$ cat src/rtl/iic_stretch_pkg.sv
package iic_stretch_pkg;
   typedef enum logic [2:0] {
      ST_IDLE,
      ST_RECV,
      ST_RACK,
      ST_HOLD,
      ST_SEND,
      ST_SACK
   } eng_state_t;
endpackage

$ cat src/rtl/iic_sync.sv
module iic_sync #(
   parameter int STAGES = 2,
   parameter int WIDTH  = 2
) (
   input  logic             clk,
   input  logic             rst_n,
   input  logic [WIDTH-1:0] d,
   output logic [WIDTH-1:0] q
);
   logic [WIDTH-1:0] pipe [STAGES];

   for (genvar g = 0; g < STAGES; g++) begin : g_stage
      if (g == 0) begin : g_first
         always_ff @(posedge clk or negedge rst_n)
            if (!rst_n) pipe[g] <= '1;
            else        pipe[g] <= d;
      end else begin : g_next
         always_ff @(posedge clk or negedge rst_n)
            if (!rst_n) pipe[g] <= '1;
            else        pipe[g] <= pipe[g-1];
      end
   end

   assign q = pipe[STAGES-1];
endmodule

$ cat src/rtl/iic_bus_events.sv
module iic_bus_events (
   input  logic clk,
   input  logic rst_n,
   input  logic scl_s,
   input  logic sda_s,
   output logic start_p,
   output logic stop_p,
   output logic rise_p,
   output logic fall_p
);
   logic scl_d, sda_d;

   always_ff @(posedge clk or negedge rst_n)
      if (!rst_n) begin
         scl_d <= 1'b1;
         sda_d <= 1'b1;
      end else begin
         scl_d <= scl_s;
         sda_d <= sda_s;
      end

   // SDA edges while SCL stays high mark bus conditions
   assign start_p = scl_s & scl_d & sda_d & ~sda_s;
   assign stop_p  = scl_s & scl_d & ~sda_d & sda_s;
   assign rise_p  = scl_s & ~scl_d;
   assign fall_p  = ~scl_s & scl_d;
endmodule

$ cat src/rtl/iic_byte_engine.sv
module iic_byte_engine
   import iic_stretch_pkg::*;
#(
   parameter int             AW       = 7,
   parameter logic [AW-1:0]  OWN_ADDR = '0,
   localparam int            DW       = AW + 1
) (
   input  logic          clk,
   input  logic          rst_n,
   input  logic          start_p,
   input  logic          stop_p,
   input  logic          rise_p,
   input  logic          fall_p,
   input  logic          sda_s,
   input  logic          cpu_wr,
   input  logic [DW-1:0] cpu_wdata,
   input  logic          cpu_rd,
   input  logic          rel_req,
   input  logic          irq_clr,
   output logic          scl_oe,
   output logic          sda_oe,
   output logic [DW-1:0] dbuf,
   output logic          irq,
   output logic          buf_full,
   output logic          ovf,
   output logic          is_data,
   output logic          rw_stat,
   output logic          tx_armed
);
   localparam int            CW        = $clog2(DW + 1);
   localparam logic [CW-1:0] CNT_FULL  = CW'(DW);
   localparam logic [CW-1:0] CNT_LAST  = CW'(DW - 1);

   eng_state_t    state;
   logic [DW-1:0] shreg;
   logic [CW-1:0] cnt;
   logic          is_addr, dir_rd, ack_seen;

   always_ff @(posedge clk or negedge rst_n) begin
      if (!rst_n) begin
         state    <= ST_IDLE;
         shreg    <= '0;
         cnt      <= '0;
         is_addr  <= 1'b0;
         dir_rd   <= 1'b0;
         ack_seen <= 1'b0;
         dbuf     <= '0;
         irq      <= 1'b0;
         buf_full <= 1'b0;
         ovf      <= 1'b0;
         is_data  <= 1'b0;
         rw_stat  <= 1'b0;
         tx_armed <= 1'b0;
         scl_oe   <= 1'b0;
         sda_oe   <= 1'b0;
      end else begin
         // processor side; engine updates below take precedence
         if (cpu_rd) begin
            buf_full <= 1'b0;
            ovf      <= 1'b0;
         end
         if (irq_clr) irq <= 1'b0;
         if (cpu_wr) begin
            dbuf     <= cpu_wdata;
            tx_armed <= 1'b1;
         end

         if (start_p || stop_p) begin
            state   <= start_p ? ST_RECV : ST_IDLE;
            cnt     <= '0;
            is_addr <= 1'b1;
            dir_rd  <= 1'b0;
            rw_stat <= 1'b0;
            scl_oe  <= 1'b0;
            sda_oe  <= 1'b0;
         end else begin
            unique case (state)
               ST_IDLE: ;
               ST_RECV: begin
                  if (rise_p && cnt != CNT_FULL) begin
                     shreg <= {shreg[DW-2:0], sda_s};
                     cnt   <= cnt + 1'b1;
                  end else if (fall_p && cnt == CNT_FULL) begin
                     cnt <= '0;
                     if (is_addr) begin
                        if (shreg[DW-1:1] == OWN_ADDR) begin
                           state   <= ST_RACK;
                           sda_oe  <= 1'b1;
                           dir_rd  <= shreg[0];
                           rw_stat <= shreg[0];
                           is_data <= 1'b0;
                           if (!shreg[0]) begin
                              dbuf     <= shreg;
                              buf_full <= 1'b1;
                              irq      <= 1'b1;
                           end
                        end else begin
                           state <= ST_IDLE;
                        end
                     end else begin
                        state   <= ST_RACK;
                        is_data <= 1'b1;
                        if (buf_full) begin
                           ovf <= 1'b1;
                        end else begin
                           dbuf     <= shreg;
                           buf_full <= 1'b1;
                           irq      <= 1'b1;
                           sda_oe   <= 1'b1;
                        end
                     end
                  end
               end
               ST_RACK: begin
                  if (fall_p) begin
                     sda_oe  <= 1'b0;
                     is_addr <= 1'b0;
                     if (dir_rd) begin
                        state    <= ST_HOLD;
                        scl_oe   <= 1'b1;
                        irq      <= 1'b1;
                        tx_armed <= 1'b0;
                     end else begin
                        state <= ST_RECV;
                     end
                  end
               end
               ST_HOLD: begin
                  if (rel_req && tx_armed) begin
                     state    <= ST_SEND;
                     scl_oe   <= 1'b0;
                     shreg    <= dbuf;
                     sda_oe   <= ~dbuf[DW-1];
                     cnt      <= '0;
                     tx_armed <= 1'b0;
                  end
               end
               ST_SEND: begin
                  if (fall_p) begin
                     if (cnt == CNT_LAST) begin
                        state  <= ST_SACK;
                        sda_oe <= 1'b0;
                        cnt    <= '0;
                     end else begin
                        shreg  <= {shreg[DW-2:0], 1'b0};
                        sda_oe <= ~shreg[DW-2];
                        cnt    <= cnt + 1'b1;
                     end
                  end
               end
               ST_SACK: begin
                  if (rise_p) begin
                     ack_seen <= ~sda_s;
                     rw_stat  <= ~sda_s;
                  end else if (fall_p) begin
                     if (ack_seen) begin
                        state    <= ST_HOLD;
                        scl_oe   <= 1'b1;
                        irq      <= 1'b1;
                        is_data  <= 1'b1;
                        tx_armed <= 1'b0;
                     end else begin
                        state <= ST_IDLE;
                     end
                  end
               end
               default: state <= ST_IDLE;
            endcase
         end
      end
   end
endmodule

$ cat src/rtl/iic_slave_stretch.sv
module iic_slave_stretch #(
   parameter int            AW          = 7,
   parameter logic [AW-1:0] OWN_ADDR    = 7'h3A,
   parameter int            SYNC_STAGES = 2,
   localparam int           DW          = AW + 1
) (
   input  logic          clk,
   input  logic          rst_n,
   input  logic          scl_i,
   input  logic          sda_i,
   output logic          scl_oe,
   output logic          sda_oe,
   input  logic          cpu_wr,
   input  logic [DW-1:0] cpu_wdata,
   input  logic          cpu_rd,
   output logic [DW-1:0] cpu_rdata,
   input  logic          rel_req,
   input  logic          irq_clr,
   output logic          irq,
   output logic          buf_full,
   output logic          ovf,
   output logic          is_data,
   output logic          rw_stat
);
   if (SYNC_STAGES < 2) begin : g_bad_sync
      $error("SYNC_STAGES must be at least 2");
   end
   if (AW < 2) begin : g_bad_aw
      $error("AW must be at least 2");
   end

   logic [1:0] bus_s;
   logic       scl_s, sda_s;
   logic       start_p, stop_p, rise_p, fall_p;
   logic       tx_armed;

   iic_sync #(.STAGES(SYNC_STAGES), .WIDTH(2)) u_sync (
      .clk(clk), .rst_n(rst_n), .d({scl_i, sda_i}), .q(bus_s)
   );
   assign scl_s = bus_s[1];
   assign sda_s = bus_s[0];

   iic_bus_events u_evt (
      .clk(clk), .rst_n(rst_n), .scl_s(scl_s), .sda_s(sda_s),
      .start_p(start_p), .stop_p(stop_p), .rise_p(rise_p), .fall_p(fall_p)
   );

   iic_byte_engine #(.AW(AW), .OWN_ADDR(OWN_ADDR)) u_eng (
      .clk(clk), .rst_n(rst_n),
      .start_p(start_p), .stop_p(stop_p), .rise_p(rise_p), .fall_p(fall_p),
      .sda_s(sda_s),
      .cpu_wr(cpu_wr), .cpu_wdata(cpu_wdata), .cpu_rd(cpu_rd),
      .rel_req(rel_req), .irq_clr(irq_clr),
      .scl_oe(scl_oe), .sda_oe(sda_oe), .dbuf(cpu_rdata),
      .irq(irq), .buf_full(buf_full), .ovf(ovf),
      .is_data(is_data), .rw_stat(rw_stat), .tx_armed(tx_armed)
   );
endmodule

$ cat config.mk
export PLATFORM = sky130hd
export DESIGN_NAME = iic_slave_stretch
export DESIGN_NICKNAME = d
export VERILOG_FILES = /design/src/rtl/iic_stretch_pkg.sv /design/src/rtl/iic_sync.sv /design/src/rtl/iic_bus_events.sv /design/src/rtl/iic_byte_engine.sv /design/src/rtl/iic_slave_stretch.sv
export SDC_FILE = /design/constraint.sdc
export NUM_CORES = 1
export LEC_CHECK = 0
export ABC_AREA = 1
export CAP_MARGIN = 20
export CORE_ASPECT_RATIO = 1.25
export CORE_MARGIN = 2
export CORE_UTILIZATION = 40
export DETAILED_ROUTE_END_ITERATION = 6
export HOLD_SLACK_MARGIN = 0.12
export SYNTH_ARGS = -nofsm -noshare
export SYNTH_HDL_FRONTEND = slang
export SYNTH_SLANG_ARGS = --single-unit
$ cat constraint.sdc
create_clock -name clk -period 4.3 [get_ports clk]
set_clock_uncertainty 0.05 [all_clocks]
set_input_delay 0.645 -clock clk [delete_from_list [all_inputs] [get_ports clk]]
set_output_delay 0.645 -clock clk [all_outputs]
set_load 0.005 [all_outputs]
-- Yosys cells after proc, flatten, opt, wreduce, memory -nomap -nowiden
Index checks and enable logic that the tools add are counted.
W data, S select, Z words.
- bits in registers: 40
- output and inout port bits: 15
- $add $sub $neg: 1
- muxes and demuxes: 110
- reductions and logical operators: 27
- equal/unequal tests: 37
- bitwise operators: 14
- operator list (kind ; number):
    $mux W8 ; 13
    $mux W1 ; 69
    $ne A3 B1 Y1 const B ; 11
    $mux W3 ; 9
    $mux W4 ; 6
    $pmux W8 S3 ; 1
    $pmux W3 S6 ; 1
    $ne A2 B1 Y1 const B ; 8
    $reduce_and A8 Y1 ; 2
    $reduce_bool A2 Y1 ; 7
    $ne A4 B4 Y1 const B ; 3
    $pmux W4 S3 ; 1
    $reduce_and A6 Y1 ; 2
    $pmux W1 S3 ; 3
    $reduce_and A9 Y1 ; 1
    $mux W2 ; 4
    $reduce_bool A4 Y1 ; 2
    $and A1 B1 Y1 ; 7
    $eq A7 B6 Y1 const B ; 1
    $not A1 Y1 ; 7
    $reduce_and A7 Y1 ; 1
    $eq A3 B2 Y1 const B ; 2
    $eq A3 B3 Y1 const B ; 2
    $ne A2 B2 Y1 const B ; 3
    18 further kinds ; 23

-- Logic depth before layout (Yosys ltp)
Gate-level depths: netlist of the first run.
- word-level depth: 8
- gate-level depth with buffers: 11
- mapped depth without buffers: 11

-- Modules after synthesis
A second synthesis of the first run with hierarchy kept.
- cell total of the unflattened synthesis: 338
- area, all modules: 2457.4 sq um
- modules (own cells, without submodules) (module ; times used ; cells an instance ; sequential area each (sq um) ; area each (sq um)):
    iic_byte_engine ; 1 ; 319 ; 850.8 ; 2243.4
    iic_sync ; 1 ; 6 ; 105.1 ; 120.1
    iic_bus_events ; 1 ; 13 ; 52.6 ; 93.8

-- Worst setup path before layout of the first run
OpenSTA, ideal clock, no wires.
- kind: reg2reg
- start: register u_sync.pipe, in the netlist u_sync.q[0]
- end: register u_eng.shreg[2]
- data required time: 4.126 ns
- cell stages (with the launch flop): 11
- setup time: 0.124 ns
- clock period less this slack: 1.582 ns
- slack: 2.718 ns
- data arrival time: 1.408 ns
- path buffers: 1
- cells stage by stage: dfstp_2 > inv_1 > nand2_1 > nand2_1 > nand2_1 > nand2_1 > nor3_4 > nand2_2 > buf_6 > nand2_1 > o21ai_2
- longest elaborated chain between the ends: 5
- elaborated cells on any way between the ends: 6
- classes of those cells: bitwise: 4; reduce/logical: 2
- RTL lines (item ; RTL line ; RTL):
    from (decl) ; iic_sync.sv:10 ; logic [WIDTH-1:0] pipe [STAGES];
    from (signal, indexed assignment) ; iic_sync.sv:20 ; else pipe[g] <= pipe[g-1];
    $not A1 Y1 ; iic_bus_events.sv:23 ; assign start_p = scl_s & scl_d & sda_d & ~sda_s;
    $and A1 B1 Y1 ; iic_bus_events.sv:23 ;
    $logic_or A1 B1 Y1 * ; iic_byte_engine.sv:68 ; if (start_p || stop_p) begin
    $not A1 Y1 (no line) * ; n/a ;
    $reduce_and A6 Y1 (no line) * ; n/a ;
    to (signal assigned) ; iic_byte_engine.sv:81 ; shreg <= {shreg[DW-2:0], sda_s};
    to (signal assigned) ; iic_byte_engine.sv:132 ; shreg <= dbuf;
    to (signal assigned) ; iic_byte_engine.sv:145 ; shreg <= {shreg[DW-2:0], 1'b0};
    to (decl) ; iic_byte_engine.sv:35 ; logic [DW-1:0] shreg;
Mark *: on every way between the ends. The rest lies on a longest branch, timed or not.
A chain may end at the register's enable or synchronous reset.

-- Worst setup path in the final report of the first run
- start: register u_sync.pipe, in the netlist u_sync.q[0]
- end: register u_eng.shreg[7]
Same word-level chain as after synthesis.

==> results by stage, run 1 <==
STA:
- The transition time at the pin with the least slew margin is between 0.8 and 0.9 ns.
- The share of the clock period used by the worst path after layout is 0.5524.
- The max-slew violation count was 0.
- The number of hold violations in the final report is 0.
- The sum of negative setup slack is 0 ns.
- Setup repair after global routing left no endpoint under its margin.
- The clock period minus worst slack is ~2.4 ns.
- Setup violations remaining at the end of the flow were counted as 0.
- The final hold slack is slightly above 0.3 ns.
- Static timing analysis puts the maximum clock frequency at between 0.4 and 0.5 GHz.
- In the post-route analysis, the smallest setup slack over all paths is between 1.5 and 2 ns.
- The worst slew slack as a fraction of its limit is 0.4128.

Pwr:
- The net switching share of the total power is 0.4096.
- The share of total power dissipated in the clock network is 0.217.
- The power density of the placed cells is roughly 520 nW/µm².
- The design internal power is roughly 860 µW.
- The static power due to leakage is 1.358 nW.
- Across the VDD grid, the largest voltage drop is ~250 µV.
- The post-layout total power is 1.450 mW.
- The net switching power is a little under 600 µW.
- The logic gate share of total power is 0.404.
- Of the total power, registers draw 0.379.

Clocking:
- The TritonCTS clock tree is done.
- The clock latency on the worst-skew pair is roughly 0.3 ns.
- The cts-stage hold buffer count is 0.
- The depth of the CTS H-tree is 2.
- The TritonCTS buffer count is 5.
- The post-cts repair resize count is 0.
- The post-CTS setup repair buffer count is 0.
- After clock tree synthesis, the clock-pin slew on the worst setup and hold paths is 0.09 ns.
- The clock passes through at most 2 buffers.
- The cell sitting at the root of the clock tree is a sky130_fd_sc_hd__clkbuf_8.
- The clock net in this run drives a total of 40 sinks.

Critical path:
- The library cell contributing the largest single delay on the critical path is sky130_fd_sc_hd__dfstp_2.
- The critical path arrival is between 2 and 3 ns.
- The critical path class is flop to flop.
- For this run, the slowest stage of the critical path takes 0.56 ns.
- Together, buffers and inverters on the worst path number 1.
- The cell with the most instances on the worst path is sky130_fd_sc_hd__nand2_1.
- In this run the worst path has a maximum fanout of 20.
- The kind of start point of the critical path is a flop.
- The endpoint class of the critical path is a flop.
- For the worst setup path, the data required time is roughly 4.4 ns.
- The critical path goes through inv_1 -> nand2_1 -> nand2_1 -> nand2_1 -> nand2_1 -> nor3_4 -> nand2_2 -> nand2_1 -> o21ai_2.
- The kind of cell with the highest combined delay along the critical path is simple AND/OR/NAND/NOR gates.

GRT:
- The initial antenna violation count is 0.
- The number of global-route vias before repair is between 2k and 2.5k.
- Summed over all layers, the global routing overflow is 0.
- The first-pass GRT wire length is about 9800 µm.
- Entering global routing, the biggest net connects 41 pins.
- Across every metal layer, demand over resource in global routing totals 0.1960.

Synthesis:
- The area fraction of the dominant cell type after synthesis is 0.3634.
- The simple-gate share of the synthesized area is 0.3292.
- The mean instance size in the synthesized netlist is ~7.4 µm².
- The post-synthesis cell count is ~320.
- The post-synthesis compound-gate area fraction came to 0.1208.
- The top cell type by total area after synthesis is sky130_fd_sc_hd__dfrtp_1.
- The portion of synthesized area spent on multiplexers is 0.01871.
- The post-synthesis cell area is ~2300 µm².
- Among all cell types in the netlist, the one instantiated most often is sky130_fd_sc_hd__nand2_1.
- The synthesized netlist net count is between 300 and 400.
- By area the synthesized netlist is led by sky130_fd_sc_hd__dfrtp_1, sky130_fd_sc_hd__nand2_1, sky130_fd_sc_hd__o21ai_0, sky130_fd_sc_hd__dfstp_2, sky130_fd_sc_hd__inv_1.
- Counting flops with an async set or reset pin after synthesis yields a share of 1.000.
- Synthesis instantiated 32 different standard cells from the library.
- The main combinational cell family by area after synthesis is simple AND/OR/NAND/NOR gates.
- The adder-cell share of the synthesized area is 0.01069.
- The xor-xnor portion of the synthesized cell area is 0.007483.
- Yosys mapped a number of flops with a built-in enable equal to 0.
- During synthesis, Yosys emitted a total of 0 warnings.
- The share of the yosys chip area belonging to registers is 0.4308.
- Sorting the synthesized cells by how often they occur yields sky130_fd_sc_hd__nand2_1, sky130_fd_sc_hd__dfrtp_1, sky130_fd_sc_hd__inv_1, sky130_fd_sc_hd__o21ai_0, sky130_fd_sc_hd__nor2_1.
- The most used flip-flop cell after synthesis is sky130_fd_sc_hd__dfrtp_1.
- The number of synthesized register bits is 40.

Die:
- The die height is ~90 µm.
- The horizontal die dimension is around 72 µm.
- For this configuration, the core starts out at a cell density of 0.4078.
- The floorplan step defined a core boundary enclosing ~5700 µm².
- The top-level I/O count is 31.
- After floorplanning, the core was divided into 31 placement rows.
- The total die area is ~6500 µm².

Place:
- The estimated wirelength of the detail-placed design is approximately 4300 µm.
- Once placement finished, the instance area stood at ~2700 µm².
- The final RePlAce weighted congestion is between 0.9 and 1.
- Prior to clock tree synthesis, the placed netlist has a worst setup slack of roughly 2 ns.
- The total of buffers placed on input and output ports is 30.
- Once placement completed, the tool counted placed cells totaling between 400 and 500.

Final layout:
- The utilization of the core after routing is 0.4843.
- Leaving out filler cells and counting taps, the final layout contains 415.
- From synthesis to final layout, the design area changed by 18.76%.
- The diode insertion count for antenna repair is 0.
- The final instance area is 2780 µm².
- The number of nets in the finished design is between 300 and 400.
- In the final layout, the share of cells above drive strength 1 is 0.1232.

Drt:
- The number of remaining DRC errors is 0.
- Dividing the detail-routed wire length by the instance count gives 13.76 µm.
- The first TritonRoute pass finished after 4 iterations.
- The number of design-rule violations left by the first detailed-router iteration is ~160.
- The via count normalized by instance count is between 5 and 6.
- The post-route antenna net violation count is 0.
- For this block, the routed nets add up to between 5000 and 6000 µm of wire.
- The total number of vias is 2101.

Min path:
- The path class of the tightest hold or removal check is flop to flop.

Status:
- The run finished with clean final reports.

Run:
- Max-cap violations in this run came to 0.
-- path summary, 6_finish.rpt --
| check | startpoint | endpoint | slack [ns] | cells after the start |
|---|---|---|---|---|
| worst max register to register | u_sync.q[0] | u_eng.shreg[7] | 1.92 | 9 |
| max in group asynchronous | rst_n | u_eng.dbuf[2] | 3.24 | 1 |
| min in group asynchronous | rst_n | u_eng.dbuf[6] | 0.41 | 1 |
| worst max-delay path | u_sync.q[0] | u_eng.shreg[7] | 1.92 | 9 |
| worst min-delay path | u_sync.pipe[3] | u_sync.q[1] | 0.31 | 0 |
| worst min register to register | u_sync.pipe[3] | u_sync.q[1] | 0.31 | 0 |
-- power by group through the flow --
stage / sequential, mW / combinational [mW] / clock, mW
global route: 0.562 / 0.675 / 0.333
finish: 0.550 / 0.585 / 0.315
floorplan: 0.521 / 0.471 / 0
detailed placement: 0.556 / 0.586 / 0
global placement: 0.553 / 0.585 / 0
CTS: 0.549 / 0.591 / 0.323
-- metal layers --
layer | up-vias | track usage | share of wire
met1 | 966 | 0.2384 | 0.45
li1 | 1068 | - | -
met5 | - | 0 | 0
met4 | 0 | 0.06902 | 0.024
met3 | 13 | 0.03608 | 0.038
met2 | 54 | 0.3478 | 0.49
-- area by class of cell --
class	instances	area (µm²)
Clock buffer	5	68.82
Inverter	38	142.6
Fill cell	578	2960
Multi-Input combinational cell	233	1140
Clock inverter	3	42.54
Timing Repair Buffer	30	295.3
Tap cell	66	82.58
Sequential cell	40	1008
-- flip-flops by register name, summed over array words and instances, names as in the netlist, 2 cells and up --
register     count
u_eng.state      3
u_eng.dbuf       8
u_eng.cnt        4
u_eng.shreg      8
u_sync.pipe      2
u_sync.q         2
-- layout by cell type (no fill, tap or decap), drive strengths merged --
cell           netlist  routed
ha                   2       2
o21ai               40      40
nand4                3       3
o22ai                1       1
xnor2                1       1
nor3                 2       2
nand2              118     118
o211ai               1       1
xor2                 1       1
clkdlybuf4s50        0      29
mux2                 3       3
a21oi                5       5
buf                  5       1
a31oi                1       1
dfrtp               34      34
clkinv               0       1
nor2                29      29
nand3               22      22
mux2i                1       1
bufinv               0       1
dfstp                6       6
o21a                 1       1
clkinvlp             0       1
clkbuf               2       5
nand3b               2       2
inv                 38      38
-- kinds of logic (layout without fill, tap and decap cells) --
group,Yosys count,count (layout)
XOR/XNOR,2,2
flip-flops,40,40
AO/OA/AOI/OAI,49,49
AND/OR/NAND/NOR,176,176
adder cells (fa/ha/maj),2,2
multiplexers,4,4
buffers and inverters,45,76
No activity file was read; power rests on OpenSTA's default activity.
==> run 2, diff against run 1 <==
==> constraint.sdc (replaced) <==
create_clock -name clk -period 2.4 [get_ports clk]
set_clock_uncertainty 0.05 [all_clocks]
set_input_delay 0.36 -clock clk [delete_from_list [all_inputs] [get_ports clk]]
set_output_delay 0.36 -clock clk [all_outputs]
set_load 0.005 [all_outputs]
==> results by stage, run 2 (synthesis gave the netlist of run 1 again) <==
Clocking:
- The maximum root-to-sink buffer count is 2 (unchanged).
- The number of clock sinks seen by CTS is 40 (unchanged).
- The clock latency on the worst-skew pair is 0.29 ns (about the same).
- The TritonCTS buffer count is 5 (unchanged).
- The cell sitting at the root of the clock tree is a sky130_fd_sc_hd__clkbuf_8.
- The depth of the CTS H-tree is 2 (unchanged).
- The post-CTS setup repair buffer count was 0 (unchanged).
- The TritonCTS clock tree is done.
- The clock input transition at the sequential cells of the worst setup and hold paths is 0.08 ns (about the same).

Drt:
- The total iterations of the first detailed-routing run came to 4 (unchanged).
- The number of remaining DRC errors is 0 (unchanged).
- The post-route antenna net violation count is 0 (unchanged).
- The number of design-rule violations left by the first detailed-router iteration is 129 (-17%).
- The via count normalized by instance count came to 5.060 (about the same).
- The aggregate routed wire length is 5513 µm (-3.5%).
- The routed wire length per instance was 13.13 µm (-4.6%).
- The total number of vias came to 2125 (+1.1%).

Final layout:
- The post-synthesis to final-layout area growth is 19.67%.
- The diode insertion count for antenna repair was 0 (unchanged).
- Leaving out fill and tap cells, the most frequent cells in the layout are sky130_fd_sc_hd__nand2_1, sky130_fd_sc_hd__inv_1, sky130_fd_sc_hd__dfrtp_1, sky130_fd_sc_hd__o21ai_0, sky130_fd_sc_hd__clkdlybuf4s50_1.
- Leaving out fill and tap cells, the most frequent cell in the layout is sky130_fd_sc_hd__nand2_1.
- The share of post-route cells with drive strength above 1 is 0.1328 (+0.009559).
- The number of nets in the finished design was 371 (+1.4%).
- The final instance area was 2801 µm² (+0.77%).
- The largest registers in the layout are u_eng.dbuf (8), u_eng.shreg (8), u_eng.cnt (4).

Die:
- The total die area is 6484 µm² (unchanged).
- The area of the core is 5741 µm² (unchanged).
- The horizontal die dimension came to 72.43 µm (unchanged).
- The top-level I/O count was 31 (unchanged).
- The number of rows in the core area is 31 (unchanged).
- The die height is 89.53 µm (unchanged).
- The initial core utilization is 0.4078 (unchanged).

STA:
- The share of the clock period used by the worst path after layout came to 0.7841 (+0.2317).
- The transition time at the pin with the least slew margin was 0.5125 ns (-0.3682 ns).
- The setup violation total in the final timing report is 0 (unchanged).
- The highest achievable clock rate came to 0.5314 GHz (+26%).
- The final hold slack was 0.3082 ns (-0.003127 ns).
- The sum of negative setup slack is 0 ns (unchanged).
- The max-slew violation count is 0 (unchanged).
- The clock period minus worst slack is 1.882 ns (-0.4933 ns).
- The worst slew slack as a fraction of its limit is 0.6583 (+0.2455).
- Setup repair after global routing left no endpoint under its margin.
- The number of hold violations in the final report was 0 (unchanged).

Critical path:
- The worst setup path is captured at a flop.
- The biggest fanout along the worst timing path is 9 (-55%).
- The slowest stage of the critical path belongs to the cell sky130_fd_sc_hd__dfrtp_1.
- The delay contributed by the slowest stage of the critical path came to 0.40 ns (-0.16 ns).
- STA classifies the critical path startpoint as a flop.
- The required time of the critical path is 2.54 ns (-1.89 ns).
- The number of buffer and inverter instances along the worst setup path came to 2 (+1).
- The critical path arrival is 2.02 ns (-0.48 ns).
- Walking the worst path, the cells encountered are inv_1 -> ha_1 -> nand3_1 -> nor2_1 -> inv_1 -> nor2_1 -> nand2_2 -> nand2_1 -> nand2_1.
- The critical path in this run is classified as flop to flop.
- The dominant delay contributor by cell family on the critical path is simple AND/OR/NAND/NOR gates.

Pwr:
- The static power due to leakage came to 1.378 nW (+1.5%).
- The worst IR drop on VDD came to 373.5 µV (+52%).
- The power density of the placed cells was 895.5 nW/µm² (+72%).

Min path:
- The path class of the tightest hold or removal check is flop to flop.

Place:
- The estimated wirelength of the detail-placed design is 4219 µm (-1.3%).
- The total of buffers placed on input and output ports is 30 (unchanged).
- The final RePlAce weighted congestion came to 0.9091 (-1.9%).
- The standard cell area after detailed placement is 2699 µm² (+1.1%).

Status:
- The run finished with clean final reports.

GRT:
- The number of global-route vias before repair is 2090 (-0.048%).
- The first-pass GRT wire length is 9687 µm (-1.4%).
- The initial antenna violation count came to 0 (unchanged).
- The largest net degree at the start of global routing is 41 (unchanged).
- The total global routing overflow is 0 (unchanged).
- The global-route total usage across every layer is 0.1919 (-0.004115).

Run:
- The count of max-cap constraint violations is 0 (unchanged).
run 2: timing repair:
action | 4_1_cts | 5_1_grt
hold buffers | 1 | 0
gates resized for setup | 0 | 0
endpoints found under the hold margin | 34 | 0
run 2: final timing paths:
path	cells after the start	from	to	slack (ns)
worst max register to register	9	u_eng.cnt[0]	u_eng.dbuf[3]	0.52
worst min-delay path	0	u_sync.pipe[2]	u_sync.q[0]	0.31
min in group asynchronous	3	rst_n	u_eng.cnt[3]	0.60
max in group asynchronous	3	rst_n	u_evt.sda_d	1.33
worst max-delay path	9	u_eng.cnt[0]	u_eng.dbuf[3]	0.52
worst min register to register	0	u_sync.pipe[2]	u_sync.q[0]	0.31
run 2: per-layer routing:
| layer | routed length (µm) | share of wire | vias up | global-route usage |
|---|---|---|---|---|
| met5 | 0 | 0 | - | 0 |
| met4 | 143 | 0.026 | 0 | 0.07071 |
| met3 | 208 | 0.038 | 12 | 0.02818 |
| met2 | 2730 | 0.50 | 44 | 0.3336 |
| li1 | - | - | 1080 | - |
| met1 | 2431 | 0.44 | 989 | 0.2423 |
run 2: power by group:
group / switching, mW / internal (mW)
clock network: 0.244 / 0.230
logic: 0.642 / 0.410
registers: 0.160 / 0.822
total: 1.05 / 1.46
run 2: area by class of cell:
| type | instances | area (µm²) |
|---|---|---|
| clock inverters | 2 | 10.01 |
| repair buffers | 35 | 335.3 |
| multi-input cells | 233 | 1140 |
| flip-flops and latches | 40 | 1008 |
| fillers | 572 | 2939 |
| inverters | 38 | 142.6 |
| clock buffers | 6 | 82.58 |
| well taps | 66 | 82.58 |
run 2: stage by stage:
stage / instances / setup WS (ns) / util / total power, mW
floorplan: 318 / 0.8179 / - / 1.777
CTS: 420 / 0.5244 / 0.4880 / 2.535
finish: 420 / 0.5181 / 0.4880 / 2.509
detailed placement: 411 / 0.5019 / 0.4701 / 2.053
global placement: 411 / 0.5127 / 0.4701 / 2.037
global route: 420 / 0.3387 / 0.4880 / 2.737
run 2: worst reg2reg max path, delay by kind of cell, from the launching register on:
kind / cells / cell delay, ns
and+or+nand+nor: 6 / 0.89
adders and majority gates: 1 / 0.15
buffers and inverters: 2 / 0.28
DFF: 1 / 0.40
